===== config.mk =====
export PLATFORM = sky130hd
export DESIGN_NAME = pm_evt_block
export DESIGN_NICKNAME = d
export VERILOG_FILES = /design/src/rtl/pm_evt_pkg.sv /design/src/rtl/pm_io_decode.sv /design/src/rtl/pm_tmr.sv /design/src/rtl/pm_evt_regs.sv /design/src/rtl/pm_evt_block.sv
export SDC_FILE = /design/constraint.sdc
export NUM_CORES = 1
export LEC_CHECK = 0
export BUFFER_PORTS_ARGS = -buffer_cell sky130_fd_sc_hd__buf_2
export CAP_MARGIN = 20
export CORE_ASPECT_RATIO = 1.2
export CORE_UTILIZATION = 49
export CTS_BUF_LIST = sky130_fd_sc_hd__clkbuf_8
export DETAILED_ROUTE_END_ITERATION = 6
export PLACE_DENSITY = 0.84
export SLEW_MARGIN = 20
export SYNTH_ARGS = -nofsm -noshare
export SYNTH_HDL_FRONTEND = slang
export SYNTH_SLANG_ARGS = --single-unit

===== constraint.sdc =====
create_clock -name clk -period 4.7 [get_ports clk]
set_input_delay 0.705 -clock clk [delete_from_list [all_inputs] [get_ports clk]]
set_output_delay 0.705 -clock clk [all_outputs]
set_load 0.1 [all_outputs]

===== src/rtl/pm_evt_pkg.sv =====
package pm_evt_pkg;
  localparam int STS_TMR_BIT   = 0;
  localparam int STS_GLOCK_BIT = 5;
  localparam int STS_PBTN_BIT  = 8;
  localparam int STS_RTC_BIT   = 10;
  localparam int CTL_SLEEP_BIT = 13;
  localparam int REG_W         = 16;

  localparam logic [REG_W-1:0] EVT_MASK =
    REG_W'((1 << STS_TMR_BIT) | (1 << STS_GLOCK_BIT) |
           (1 << STS_PBTN_BIT) | (1 << STS_RTC_BIT));

  localparam logic [3:0] OFF_STS = 4'h0;
  localparam logic [3:0] OFF_EN  = 4'h2;
  localparam logic [3:0] OFF_CTL = 4'h4;
  localparam logic [3:0] OFF_TMR = 4'h8;

  typedef enum logic [2:0] {
    SEL_NONE,
    SEL_STS,
    SEL_EN,
    SEL_CTL,
    SEL_TMR
  } reg_sel_e;
endpackage


===== src/rtl/pm_io_decode.sv =====
module pm_io_decode
  import pm_evt_pkg::*;
#(
  parameter int ADDR_W = 16,
  parameter int WIN_LG = 6,
  parameter int SEL_W  = 4
) (
  input  logic [ADDR_W-1:0]      io_addr,
  input  logic [ADDR_W-WIN_LG-1:0] win_base,
  input  logic                   win_en,
  input  logic                   io_wide,
  input  logic                   io_wr,
  output reg_sel_e               sel,
  output logic                   wr_sts,
  output logic                   wr_en,
  output logic                   wr_ctl
);
  logic             hit;
  logic [SEL_W-1:0] off;
  logic             unused_mid;

  assign hit        = win_en && (io_addr[ADDR_W-1:WIN_LG] == win_base);
  assign off        = io_addr[SEL_W-1:0];
  assign unused_mid = ^io_addr[WIN_LG-1:SEL_W];

  always_comb begin
    sel = SEL_NONE;
    if (hit) begin
      if (!io_wide) begin
        case (off)
          SEL_W'(OFF_STS): sel = SEL_STS;
          SEL_W'(OFF_EN):  sel = SEL_EN;
          SEL_W'(OFF_CTL): sel = SEL_CTL;
          default:         sel = SEL_NONE;
        endcase
      end else if (off == SEL_W'(OFF_TMR)) begin
        sel = SEL_TMR;
      end
    end
  end

  assign wr_sts = io_wr && (sel == SEL_STS);
  assign wr_en  = io_wr && (sel == SEL_EN);
  assign wr_ctl = io_wr && (sel == SEL_CTL);
endmodule


===== src/rtl/pm_tmr.sv =====
module pm_tmr #(
  parameter int TMR_W = 24
) (
  input  logic             clk,
  input  logic             rst_n,
  input  logic             tick,
  output logic [TMR_W-1:0] cnt_q,
  output logic             msb_flip
);
  logic [TMR_W-1:0] cnt_nxt;

  always_comb begin
    cnt_nxt = cnt_q;
    if (tick) cnt_nxt = cnt_q + TMR_W'(1);
  end

  assign msb_flip = cnt_nxt[TMR_W-1] ^ cnt_q[TMR_W-1];

  always_ff @(posedge clk or negedge rst_n) begin
    if (!rst_n) cnt_q <= '0;
    else        cnt_q <= cnt_nxt;
  end

  AST_TMR_STEP: assert property (@(posedge clk) disable iff (!rst_n)
    tick |=> cnt_q == $past(cnt_q) + TMR_W'(1));
  AST_TMR_HOLD: assert property (@(posedge clk) disable iff (!rst_n)
    !tick |=> $stable(cnt_q));
  AST_TMR_FLIP: assert property (@(posedge clk) disable iff (!rst_n)
    msb_flip |=> cnt_q[TMR_W-1] != $past(cnt_q[TMR_W-1]));
endmodule


===== src/rtl/pm_evt_regs.sv =====
module pm_evt_regs
  import pm_evt_pkg::*;
(
  input  logic             clk,
  input  logic             rst_n,
  input  logic             wr_sts,
  input  logic             wr_en,
  input  logic             wr_ctl,
  input  logic [REG_W-1:0] wdata,
  input  logic [REG_W-1:0] evt_set,
  output logic [REG_W-1:0] sts_q,
  output logic [REG_W-1:0] en_q,
  output logic [REG_W-1:0] ctl_q,
  output logic             sci
);
  logic [REG_W-1:0] sts_nxt, en_nxt, ctl_nxt, clr_vec;

  always_comb begin
    clr_vec = wr_sts ? wdata : '0;
    sts_nxt = ((sts_q & ~clr_vec) | evt_set) & EVT_MASK;
    en_nxt  = wr_en  ? wdata : en_q;
    ctl_nxt = ctl_q;
    if (wr_ctl) begin
      ctl_nxt = wdata;
      ctl_nxt[CTL_SLEEP_BIT] = 1'b0;
    end
  end

  always_ff @(posedge clk or negedge rst_n) begin
    if (!rst_n) begin
      sts_q <= '0;
      en_q  <= '0;
      ctl_q <= '0;
    end else begin
      sts_q <= sts_nxt;
      en_q  <= en_nxt;
      ctl_q <= ctl_nxt;
    end
  end

  assign sci = |(sts_q & en_q & EVT_MASK);

  AST_EVT_SETS: assert property (@(posedge clk) disable iff (!rst_n)
    (|(evt_set & EVT_MASK)) |=>
      ((sts_q & $past(evt_set & EVT_MASK)) == $past(evt_set & EVT_MASK)));
  AST_W1C_CLEARS: assert property (@(posedge clk) disable iff (!rst_n)
    (wr_sts && !(|evt_set)) |=> ((sts_q & $past(wdata)) == '0));
  AST_EN_HOLDS: assert property (@(posedge clk) disable iff (!rst_n)
    !wr_en |=> $stable(en_q));
  AST_SCI_CAUSE: assert property (@(posedge clk) disable iff (!rst_n)
    $rose(sci) |-> ($past(|evt_set) || $past(wr_en)));
endmodule


===== src/rtl/pm_evt_block.sv =====
module pm_evt_block
  import pm_evt_pkg::*;
#(
  parameter int ADDR_W = 16,
  parameter int WIN_LG = 6,
  parameter int SEL_W  = 4,
  parameter int TMR_W  = 24
) (
  input  logic                     clk,
  input  logic                     rst_n,
  input  logic [ADDR_W-WIN_LG-1:0] cfg_win_base,
  input  logic                     cfg_win_en,
  input  logic [ADDR_W-1:0]        io_addr,
  input  logic                     io_wr,
  input  logic                     io_rd,
  input  logic                     io_wide,
  input  logic [REG_W-1:0]         io_wdata,
  output logic [31:0]              io_rdata,
  input  logic                     evt_rtc,
  input  logic                     evt_pwrbtn,
  input  logic                     evt_glock,
  input  logic                     tmr_tick,
  output logic                     sci
);
  logic [1:0]       rst_sync_q;
  logic             rst_int_n;
  reg_sel_e         sel;
  logic             wr_sts, wr_en, wr_ctl;
  logic [TMR_W-1:0] tmr_q;
  logic             tmr_flip;
  logic [REG_W-1:0] evt_set;
  logic [REG_W-1:0] sts_q, en_q, ctl_q;

  always_ff @(posedge clk or negedge rst_n) begin
    if (!rst_n) rst_sync_q <= 2'b00;
    else        rst_sync_q <= {rst_sync_q[0], 1'b1};
  end
  assign rst_int_n = rst_sync_q[1];

  pm_io_decode #(.ADDR_W(ADDR_W), .WIN_LG(WIN_LG), .SEL_W(SEL_W)) u_dec (
    .io_addr (io_addr),
    .win_base(cfg_win_base),
    .win_en  (cfg_win_en),
    .io_wide (io_wide),
    .io_wr   (io_wr),
    .sel     (sel),
    .wr_sts  (wr_sts),
    .wr_en   (wr_en),
    .wr_ctl  (wr_ctl)
  );

  pm_tmr #(.TMR_W(TMR_W)) u_tmr (
    .clk     (clk),
    .rst_n   (rst_int_n),
    .tick    (tmr_tick),
    .cnt_q   (tmr_q),
    .msb_flip(tmr_flip)
  );

  always_comb begin
    evt_set                = '0;
    evt_set[STS_TMR_BIT]   = tmr_flip;
    evt_set[STS_GLOCK_BIT] = evt_glock;
    evt_set[STS_PBTN_BIT]  = evt_pwrbtn;
    evt_set[STS_RTC_BIT]   = evt_rtc;
  end

  pm_evt_regs u_regs (
    .clk    (clk),
    .rst_n  (rst_int_n),
    .wr_sts (wr_sts),
    .wr_en  (wr_en),
    .wr_ctl (wr_ctl),
    .wdata  (io_wdata),
    .evt_set(evt_set),
    .sts_q  (sts_q),
    .en_q   (en_q),
    .ctl_q  (ctl_q),
    .sci    (sci)
  );

  always_comb begin
    io_rdata = '0;
    if (io_rd) begin
      case (sel)
        SEL_STS: io_rdata = 32'(sts_q);
        SEL_EN:  io_rdata = 32'(en_q);
        SEL_CTL: io_rdata = 32'(ctl_q);
        SEL_TMR: io_rdata = 32'(tmr_q);
        default: io_rdata = '0;
      endcase
    end
  end

  AST_CTL_SLEEP_RD: assert property (@(posedge clk) disable iff (!rst_int_n)
    (io_rd && sel == SEL_CTL) |-> !io_rdata[CTL_SLEEP_BIT]);
  AST_WIDE_WR_IGN: assert property (@(posedge clk) disable iff (!rst_int_n)
    (io_wr && io_wide) |-> !(wr_sts || wr_en || wr_ctl));
endmodule


==> out/qor.csv, run 1 <==
metric,value,unit
setup bufs post-CTS,0,
Starting Density,0.515,
cell taking the most area after synthesis,dfrtp_1,
max_cap viols,0,
TritonCTS clock tree,done,
Hold Fails Final Rpt,0,
Worst EP required,3990,ps
Final period util,0.800,
Final Setup Violations,0,
minimum clock period,3760,ps
share of cells above drive strength 1,0.364,
largest net degree at the start of global routing,60,
Wirelength per Cell,15.5,um
Synth Flop Type,dfrtp_1,
remaining antenna violation count,0,
post-CTS sizing,0,
Die Y,93.0,um
library cells used by synthesis,43,
number of global-route vias before repair,2565,
root buf cell,clkbuf_8,
Post-route DRC,0,
Placer Congestion,0.784,
Synth area leaders,"dfrtp_1, xnor2_1, mux2_4, mux2_2, a22oi_1",
overall power,1.19,mW
remaining global-route overflow,0,
die outline area,7240,um2
# clock sinks,61,
num ports,85,
first-pass GRT wire length,11800,um
DR vias/cell,5.51,
Die X,77.8,um
core area,6570,um2
Final Slew Violations,0,
CP Max Fanout,24,
P_leak,1.83,nW
Critical Path Source Type,input pin,
Clock Latency Late Sink,340,ps
sequential share of the synthesized area,0.451,
Yosys warnings,0,
Worst Setup Path Type,in2out,
#FFs+latches synth,61,
Via Count,2558,
Mapped Area,3380,um2
Rows,32,
Final HPWL DP,5300,um
Fmax,266,MHz
Peak VDD IR,170,uV
Placement Cell Area,3770,um2
H-tree levels,3,
"EDFF count, synth",0,
clock skew,8.87,ps
Finished Cell Area,3970,um2
Clock Tree Buf Depth,2,
Worst-Margin Slew,1050,ps
ys async rst share,1.00,
routed wire length,7180,um
Initial DRT Pass Iterations,4,
Yosys top cell area share,0.451,
starting DRC count in detailed routing,167,
Inserted Diodes,0,
final net count,427,
clock slew at reported path FFs,70,ps
WP data arrival,3050,ps
hold crit path type,in2async,
total track usage,0.215,
PwrDens,300,nW/um2
Syn Area/Cell,11.4,um2
I/O Buffers,74,
# hold bufs at CTS,0,
CP endpoint kind,output port,
RSZ-0062 raised after global routing,false,
Final TNS setup,0,ps
antenna violations before repair,0,
Layout area overhead,17.4,%
status,"complete, no violations",
cells after synthesis,297,
clock buffer count from CTS,9,
slew margin rel.,0.300,
worst max-delay path, cell delays in order:
cell and delay (ps):
buf_2 100, xnor2_1 190, nand3_2 180, or4_1 980, nor4_2 410, buf_2 480
cell usage in the layout, fill, tap and decap left out, types with 2 or more instances in the layout:
cell | Yosys | routed
a22o_1 | 11 | 11
a22oi_1 | 17 | 17
a31oi_1 | 6 | 6
and4_1 | 3 | 3
buf_2 | 2 | 74
buf_4 | 8 | 6
clkbuf_8 | 0 | 11
clkinvlp_4 | 0 | 4
conb_1 | 2 | 9
dfrtp_1 | 61 | 60
inv_1 | 14 | 14
mux2_1 | 10 | 10
mux2_2 | 12 | 12
mux2_4 | 10 | 10
mux2i_1 | 4 | 4
nand2_1 | 12 | 12
nand3_1 | 9 | 9
nand4_1 | 11 | 11
nor2_1 | 7 | 7
nor2b_1 | 3 | 3
nor3_1 | 16 | 16
nor3_2 | 11 | 11
nor4_1 | 4 | 3
nor4_2 | 1 | 2
nor4_4 | 2 | 2
nor4b_1 | 2 | 2
o2bb2ai_1 | 4 | 4
or3_1 | 2 | 2
xnor2_1 | 24 | 24
xor2_1 | 8 | 8
power by group:
part,internal [mW],switching [mW]
logic,0.0626,0.101
registers,0.554,0.0453
clock network,0.219,0.209
total,0.835,0.355
sequential cells by signal, indices dropped and copies added, names as in the netlist:
register	cells
u_tmr.cnt_q	24
u_regs.en_q	16
rst_sync_q	2
u_regs.sts_q	4
u_regs.ctl_q	15
cells in the mapped netlist, types with 5 or more instances:
library cell,instances
a22o_1,11
a22oi_1,17
a31oi_1,6
buf_4,8
clkbuf_1,5
dfrtp_1,61
inv_1,14
mux2_1,10
mux2_2,12
mux2_4,10
nand2_1,12
nand3_1,9
nand4_1,11
nor2_1,7
nor3_1,16
nor3_2,11
xnor2_1,24
xor2_1,8
metrics by stage:
step,setup WS (ps),util,cells,hold WS [ps]
CTS,907,0.603,463,114
finish,942,0.604,464,129
global placement,969,0.574,447,337
detailed placement,907,0.574,447,347
floorplan,103,-,304,331
global route,788,0.604,464,115
cells by family after synthesis:
logic type / count (synthesis) / share of synthesized area
AOI/OAI and AO/OA: 39 / 0.0892
xor gates and xnor gates: 33 / 0.0877
adders and majority gates: 1 / 0.00370
buffers and inverters: 36 / 0.0647
DFF: 61 / 0.451
muxes: 36 / 0.129
other: 2 / 0.00222
and+or+nand+nor: 89 / 0.172
path summary, 6_finish.rpt:
check | start | end | slack [ps] | depth (start not counted)
max in group asynchronous | rst_sync_q[1] | u_tmr.cnt_q[16] | 3800 | 1
hold / removal | rst_n | rst_sync_q[0] | 130 | 1
setup / recovery | cfg_win_base[3] | io_rdata[13] | 940 | 6
min in group clk | rst_sync_q[0] | rst_sync_q[1] | 360 | 0
hold reg to reg | rst_sync_q[0] | rst_sync_q[1] | 360 | 0
setup reg to reg | u_tmr.cnt_q[9] | u_tmr.cnt_q[16] | 2760 | 4
layer usage:
| metal | global-route usage | up-vias | share of wire |
|---|---|---|---|
| met4 | 0.0896 | 0 | 0.014 |
| met1 | 0.270 | 1241 | 0.44 |
| li1 | - | 1218 | - |
| met5 | 0 | - | 0 |
| met2 | 0.355 | 89 | 0.50 |
| met3 | 0.0498 | 10 | 0.048 |
cell type report:
| type | instances | area [um2] |
|---|---|---|
| clock buffer | 11 | 151 |
| clock inverter | 5 | 35.0 |
| timing repair buffer | 81 | 427 |
| inverter | 14 | 52.6 |
| sequential | 61 | 1530 |
| tap | 85 | 106 |
| multi-input combinational | 207 | 1670 |
| fill | 556 | 2600 |
Note: power is estimated with default switching activity, not from simulation.
==> run 2, diff against run 1 <==
Clock period 4.7 ns to 3.68 ns, I/O delays scaled along.
==> run 2 against run 1 <==
Against the previous run:
- sequential share of layout area fell by 1.9 points
- final cell count rose by 0.65%
- critical endpoint unchanged
- clock power rose by 34%
- combinational power rose by 26%
- first-iteration DRC count fell by 27%
- sequential cell count did not move
- non-clock buffer count rose by 3
- sequential power rose by 29%
- total power rose by 30%
- clock-buffer cell count fell by 1
- register-to-register slack got worse by 1100 ps
- worst setup slack got worse by 400 ps
==> out/qor.csv, run 2 (same netlist as run 1, synthesis figures left out) <==
metric,value,unit
Worst-Margin Slew,975,ps
max_cap viols,0,
CP endpoint kind,output port,
RSZ-0062 raised after global routing,false,
Die X,77.8,um
remaining global-route overflow,0,
largest net degree at the start of global routing,38,
max reg flops,24,
clock buffer count from CTS,9,
Via Count,2635,
H-tree levels,3,
R2R Path End,u_tmr.cnt_q[16],
CP peak stage delay,530,ps
clock slew at reported path FFs,70,ps
Final Slew Violations,0,
CP Max Fanout,24,
hold crit path type,reg2async,
Inserted Diodes,0,
Critical Path Source Type,input pin,
first-pass GRT wire length,12400,um
Worst Setup Path Type,in2out,
root buf cell,clkbuf_8,
Fmax,318,MHz
DR vias/cell,5.64,
"most common cell after layout, fill and taps aside",buf_2,
Fill cells,530,
Wirelength per Cell,16.2,um
critical-path cell with the highest stage delay,or4_1,
Die Y,93.0,um
minimum clock period,3140,ps
Rows,32,
Hold Fails Final Rpt,0,
die outline area,7240,um2
clock skew,9.03,ps
number of global-route vias before repair,2655,
Final Setup Violations,0,
I/O Buffers,74,
setup bufs post-CTS,0,
num ports,85,
remaining antenna violation count,0,
R2R depth,5,
# clock sinks,61,
Peak VDD IR,193,uV
core area,6570,um2
Clock Latency Late Sink,340,ps
Initial DRT Pass Iterations,4,
slew margin rel.,0.344,
Worst EP required,3130,ps
Final HPWL DP,5590,um
Top reg by flops,u_tmr.cnt_q,
final net count,430,
Final period util,0.853,
Post-route DRC,0,
Placer Congestion,0.780,
antenna violations before repair,0,
total track usage,0.226,
crit-path cells,buf_2 -> xnor2_1 -> nand3_2 -> or4_1 -> buf_4 -> nor4_2 -> buf_12,
starting DRC count in detailed routing,122,
share of cells above drive strength 1,0.382,
TritonCTS clock tree,done,
status,"complete, no violations",
Starting Density,0.515,
reg2reg start,u_tmr.cnt_q[0],
most frequent cells in the layout,"buf_2, dfrtp_1, xnor2_1",
P_leak,1.89,nW
pre-CTS WS,550,ps
Layout area overhead,23.3,%
Top Registers,"u_tmr.cnt_q: 24 flops, u_regs.en_q: 16 flops, u_regs.ctl_q: 15 flops",
"reg-to-reg slack, setup",1630,ps
routed wire length,7580,um
Final TNS setup,0,ps
PwrDens,372,nW/um2
Final Hold Slack,242,ps
WP data arrival,2590,ps
Clock Tree Buf Depth,2,
worst setup slack after layout,540,ps
-- run 2: how the worst max path moves through the flow --
stage / slack, ps / start / to
after global placement: 640 / cfg_win_base[9] / io_rdata[2]
after detailed placement: 550 / cfg_win_base[6] / io_rdata[13]
final: 540 / cfg_win_base[6] / io_rdata[13]
after global routing: 440 / cfg_win_base[6] / io_rdata[13]
after CTS: 550 / cfg_win_base[6] / io_rdata[13]
after floorplan: -610 / cfg_win_base[9] / io_rdata[3]
-- run 2: what timing repair did --
| item | in CTS | in global routing |
|---|---|---|
| hold buffers | 1 | 0 |
| endpoints found under the hold margin | 2 | 0 |
| resized for setup | 0 | 0 |
-- run 2: layout make-up --
class	instances	area [um2]	share of cell area
repair buffers	84	583	0.140
well taps	85	106	0.0255
multi-input cells	207	1710	0.410
clock buffers	10	138	0.0330
flip-flops and latches	61	1530	0.366
clock inverters	6	55.1	0.0132
inverters	14	52.6	0.0126
-- run 2: where the power goes --
part | internal (mW) | switching, mW
logic | 0.0805 | 0.127
registers | 0.708 | 0.0631
clock network | 0.324 | 0.250
total | 1.11 | 0.440
-- run 2: worst max-delay path: cells and delay by family --
kind / cells / cell delay [ps]
AND/OR/NAND/NOR: 3 / 1210
XOR/XNOR: 1 / 200
buffers and inverters: 3 / 620
-- run 2: per-layer routing --
metal	up-vias	track usage	share of wire
met5	-	0	0
met4	0	0.113	0.030
met3	17	0.0566	0.056
met2	102	0.380	0.52
met1	1289	0.267	0.40
li1	1227	-	-
-- run 2: metrics by stage --
stage	cell area, um2	cells	total power [mW]	utilization
floorplan	3450	304	0.919	-
global placement	3970	450	0.977	0.604
detailed placement	3970	450	0.988	0.604
CTS	4170	467	1.57	0.635
global route	4170	467	1.62	0.635
finish	4170	467	1.55	0.635
==> run 3, diff against run 2 <==
Settings changed: CORE_ASPECT_RATIO 1.2 to unset, RECOVER_POWER set to 100, SETUP_SLACK_MARGIN set to 0.2.
==> run 3 against run 2 <==
Against the previous run:
- critical path depth unchanged
- routed wire length down 1.3%
- via count down 0.34%
- largest power group unchanged
- core utilization down 0.63 points
- die area about the same
- sequential share of layout area up 0.77 points
- clock power up 15%
- first-iteration DRC count up 57%
- fmax up 2.3%
- clock skew down 1.0 ps
- worst hold slack better by 120 ps
==> out/qor.csv, run 3 (same netlist as run 1, synthesis figures left out) <==
metric,value,unit
WP data arrival,2520,ps
grt met1 use,0.294,
clock skew,8.01,ps
Die Y,85.1,um
Layout area overhead,20.8,%
share of cells above drive strength 1,0.339,
H-tree levels,3,
routed wire length,7490,um
RSZ-0062 raised after global routing,false,
num ports,85,
CP Max Fanout,24,
Top reg by flops,u_tmr.cnt_q,
Hold Crit Start,rst_sync_q[0],
Via Count,2626,
root buf cell,clkbuf_8,
Final Setup Violations,0,
CP peak stage delay,500,ps
hold crit path type,reg2reg,
status,"complete, no violations",
Die X,85.1,um
Peak VDD IR,251,uV
reg2reg start,u_tmr.cnt_q[9],
final net count,431,
die outline area,7240,um2
Initial DRT Pass Iterations,4,
met2 usage,0.382,
number of global-route vias before repair,2604,
Fmax,326,MHz
Layout Cells excl Fill,460,
Worst-Margin Slew,1410,ps
NetSw,0.446,mW
clock slew at reported path FFs,70,ps
cell family with most CP delay,simple AND/OR/NAND/NOR gates,
internal power,1.18,mW
total track usage,0.237,
minimum clock period,3070,ps
antenna violations before repair,0,
Flop pwr share,0.469,
largest net degree at the start of global routing,60,
Net Sw Frac,0.273,
Clock Latency Late Sink,340,ps
combinational share of power,0.126,
most frequent cells in the layout,"dfrtp_1, buf_2, xnor2_1",
Inserted Diodes,0,
Worst EP required,3130,ps
Top Registers,"u_tmr.cnt_q: 24 flops, u_regs.en_q: 16 flops, u_regs.ctl_q: 15 flops",
remaining global-route overflow,0,
placed instance count,443,
core area,6490,um2
# clock sinks,61,
M3 GR Usage,0.0866,
I/O Buffers,74,
TritonCTS clock tree,done,
starting DRC count in detailed routing,192,
R2R depth,4,
Final TNS setup,0,ps
Starting Density,0.521,
WP depth,7,
Placer Congestion,0.813,
max reg flops,24,
max_cap viols,0,
Final period util,0.834,
remaining antenna violation count,0,
critical-path cell with the highest stage delay,nor4_1,
Buf/Inv on CP,3,
DR vias/cell,5.71,
crit-path cells,buf_2 -> xnor2_1 -> nand4_1 -> or4_1 -> buf_4 -> nor4_1 -> buf_12,
PwrDens,399,nW/um2
CP endpoint kind,output port,
Post-route DRC,0,
slew margin rel.,0.0593,
Final Slew Violations,0,
Critical Path Source Type,input pin,
crit path from,cfg_win_base[4],
Wirelength per Cell,16.3,um
clock buffer count from CTS,9,
Clock Tree Buf Depth,2,
Final HPWL DP,5500,um
hold path depth,0,
P_leak,1.85,nW
Worst Setup Path Type,in2out,
Rows,29,
Most Crowded Layer GR,met2,
setup bufs post-CTS,0,
Clock power frac,0.405,
Hold Fails Final Rpt,0,
"most common cell after layout, fill and taps aside",dfrtp_1,
first-pass GRT wire length,12900,um
## run 3: stage by stage
| stage | setup slack, ps | power, mW | cell area (um2) | util | hold slack [ps] |
|---|---|---|---|---|---|
| floorplan | -611 | 0.919 | 3450 | - | 256 |
| global placement | 711 | 0.974 | 3920 | 0.604 | 337 |
| detailed placement | 666 | 0.982 | 3920 | 0.604 | 339 |
| CTS | 659 | 1.65 | 4160 | 0.640 | 361 |
| global route | 413 | 1.71 | 4090 | 0.629 | 370 |
| finish | 612 | 1.63 | 4090 | 0.629 | 358 |
## run 3: path summary, 6_finish.rpt
check                                   to  slack, ps
setup / recovery              io_rdata[13]        610
hold / removal               rst_sync_q[1]        360
setup reg to reg           u_tmr.cnt_q[23]       1540
hold reg to reg              rst_sync_q[1]        360
max in group asynchronous   u_tmr.cnt_q[1]       2150
min in group asynchronous    rst_sync_q[0]        520
## run 3: timing repair
item / 4_1_cts / 5_1_grt
resized for setup: 0 / 0
endpoints found under the hold margin: 2 / 0
hold buffers: 1 / 0
## run 3: power groups by stage
| stage | Combinational, mW | Sequential, mW | Clock [mW] |
|---|---|---|---|
| finish | 0.206 | 0.764 | 0.661 |
| global route | 0.225 | 0.774 | 0.716 |
| CTS | 0.210 | 0.763 | 0.675 |
| detailed placement | 0.209 | 0.773 | 0 |
| global placement | 0.201 | 0.773 | 0 |
| floorplan | 0.148 | 0.770 | 0 |
## run 3: cell type report
type | instances | area [um2]
sequential | 61 | 1530
timing repair buffer | 85 | 528
clock buffer | 10 | 138
clock inverter | 6 | 86.3
fill | 521 | 2410
tap | 77 | 96.3
multi-input combinational | 207 | 1660
inverter | 14 | 52.6
## run 3: worst register-to-register path, cell delays in order, from the launching register on
cell and delay, ps:
dfrtp_1 450, nand4_1 190, nor4_1 860, nand3_1 270, xnor2_1 270
## run 3: routing by layer
layer / share of wire / wire [um] / vias to the layer above
li1: - / - / 1226
met1: 0.43 / 3190 / 1287
met2: 0.50 / 3720 / 95
met3: 0.055 / 412 / 18
met4: 0.021 / 160 / 0
met5: 0 / 0 / -
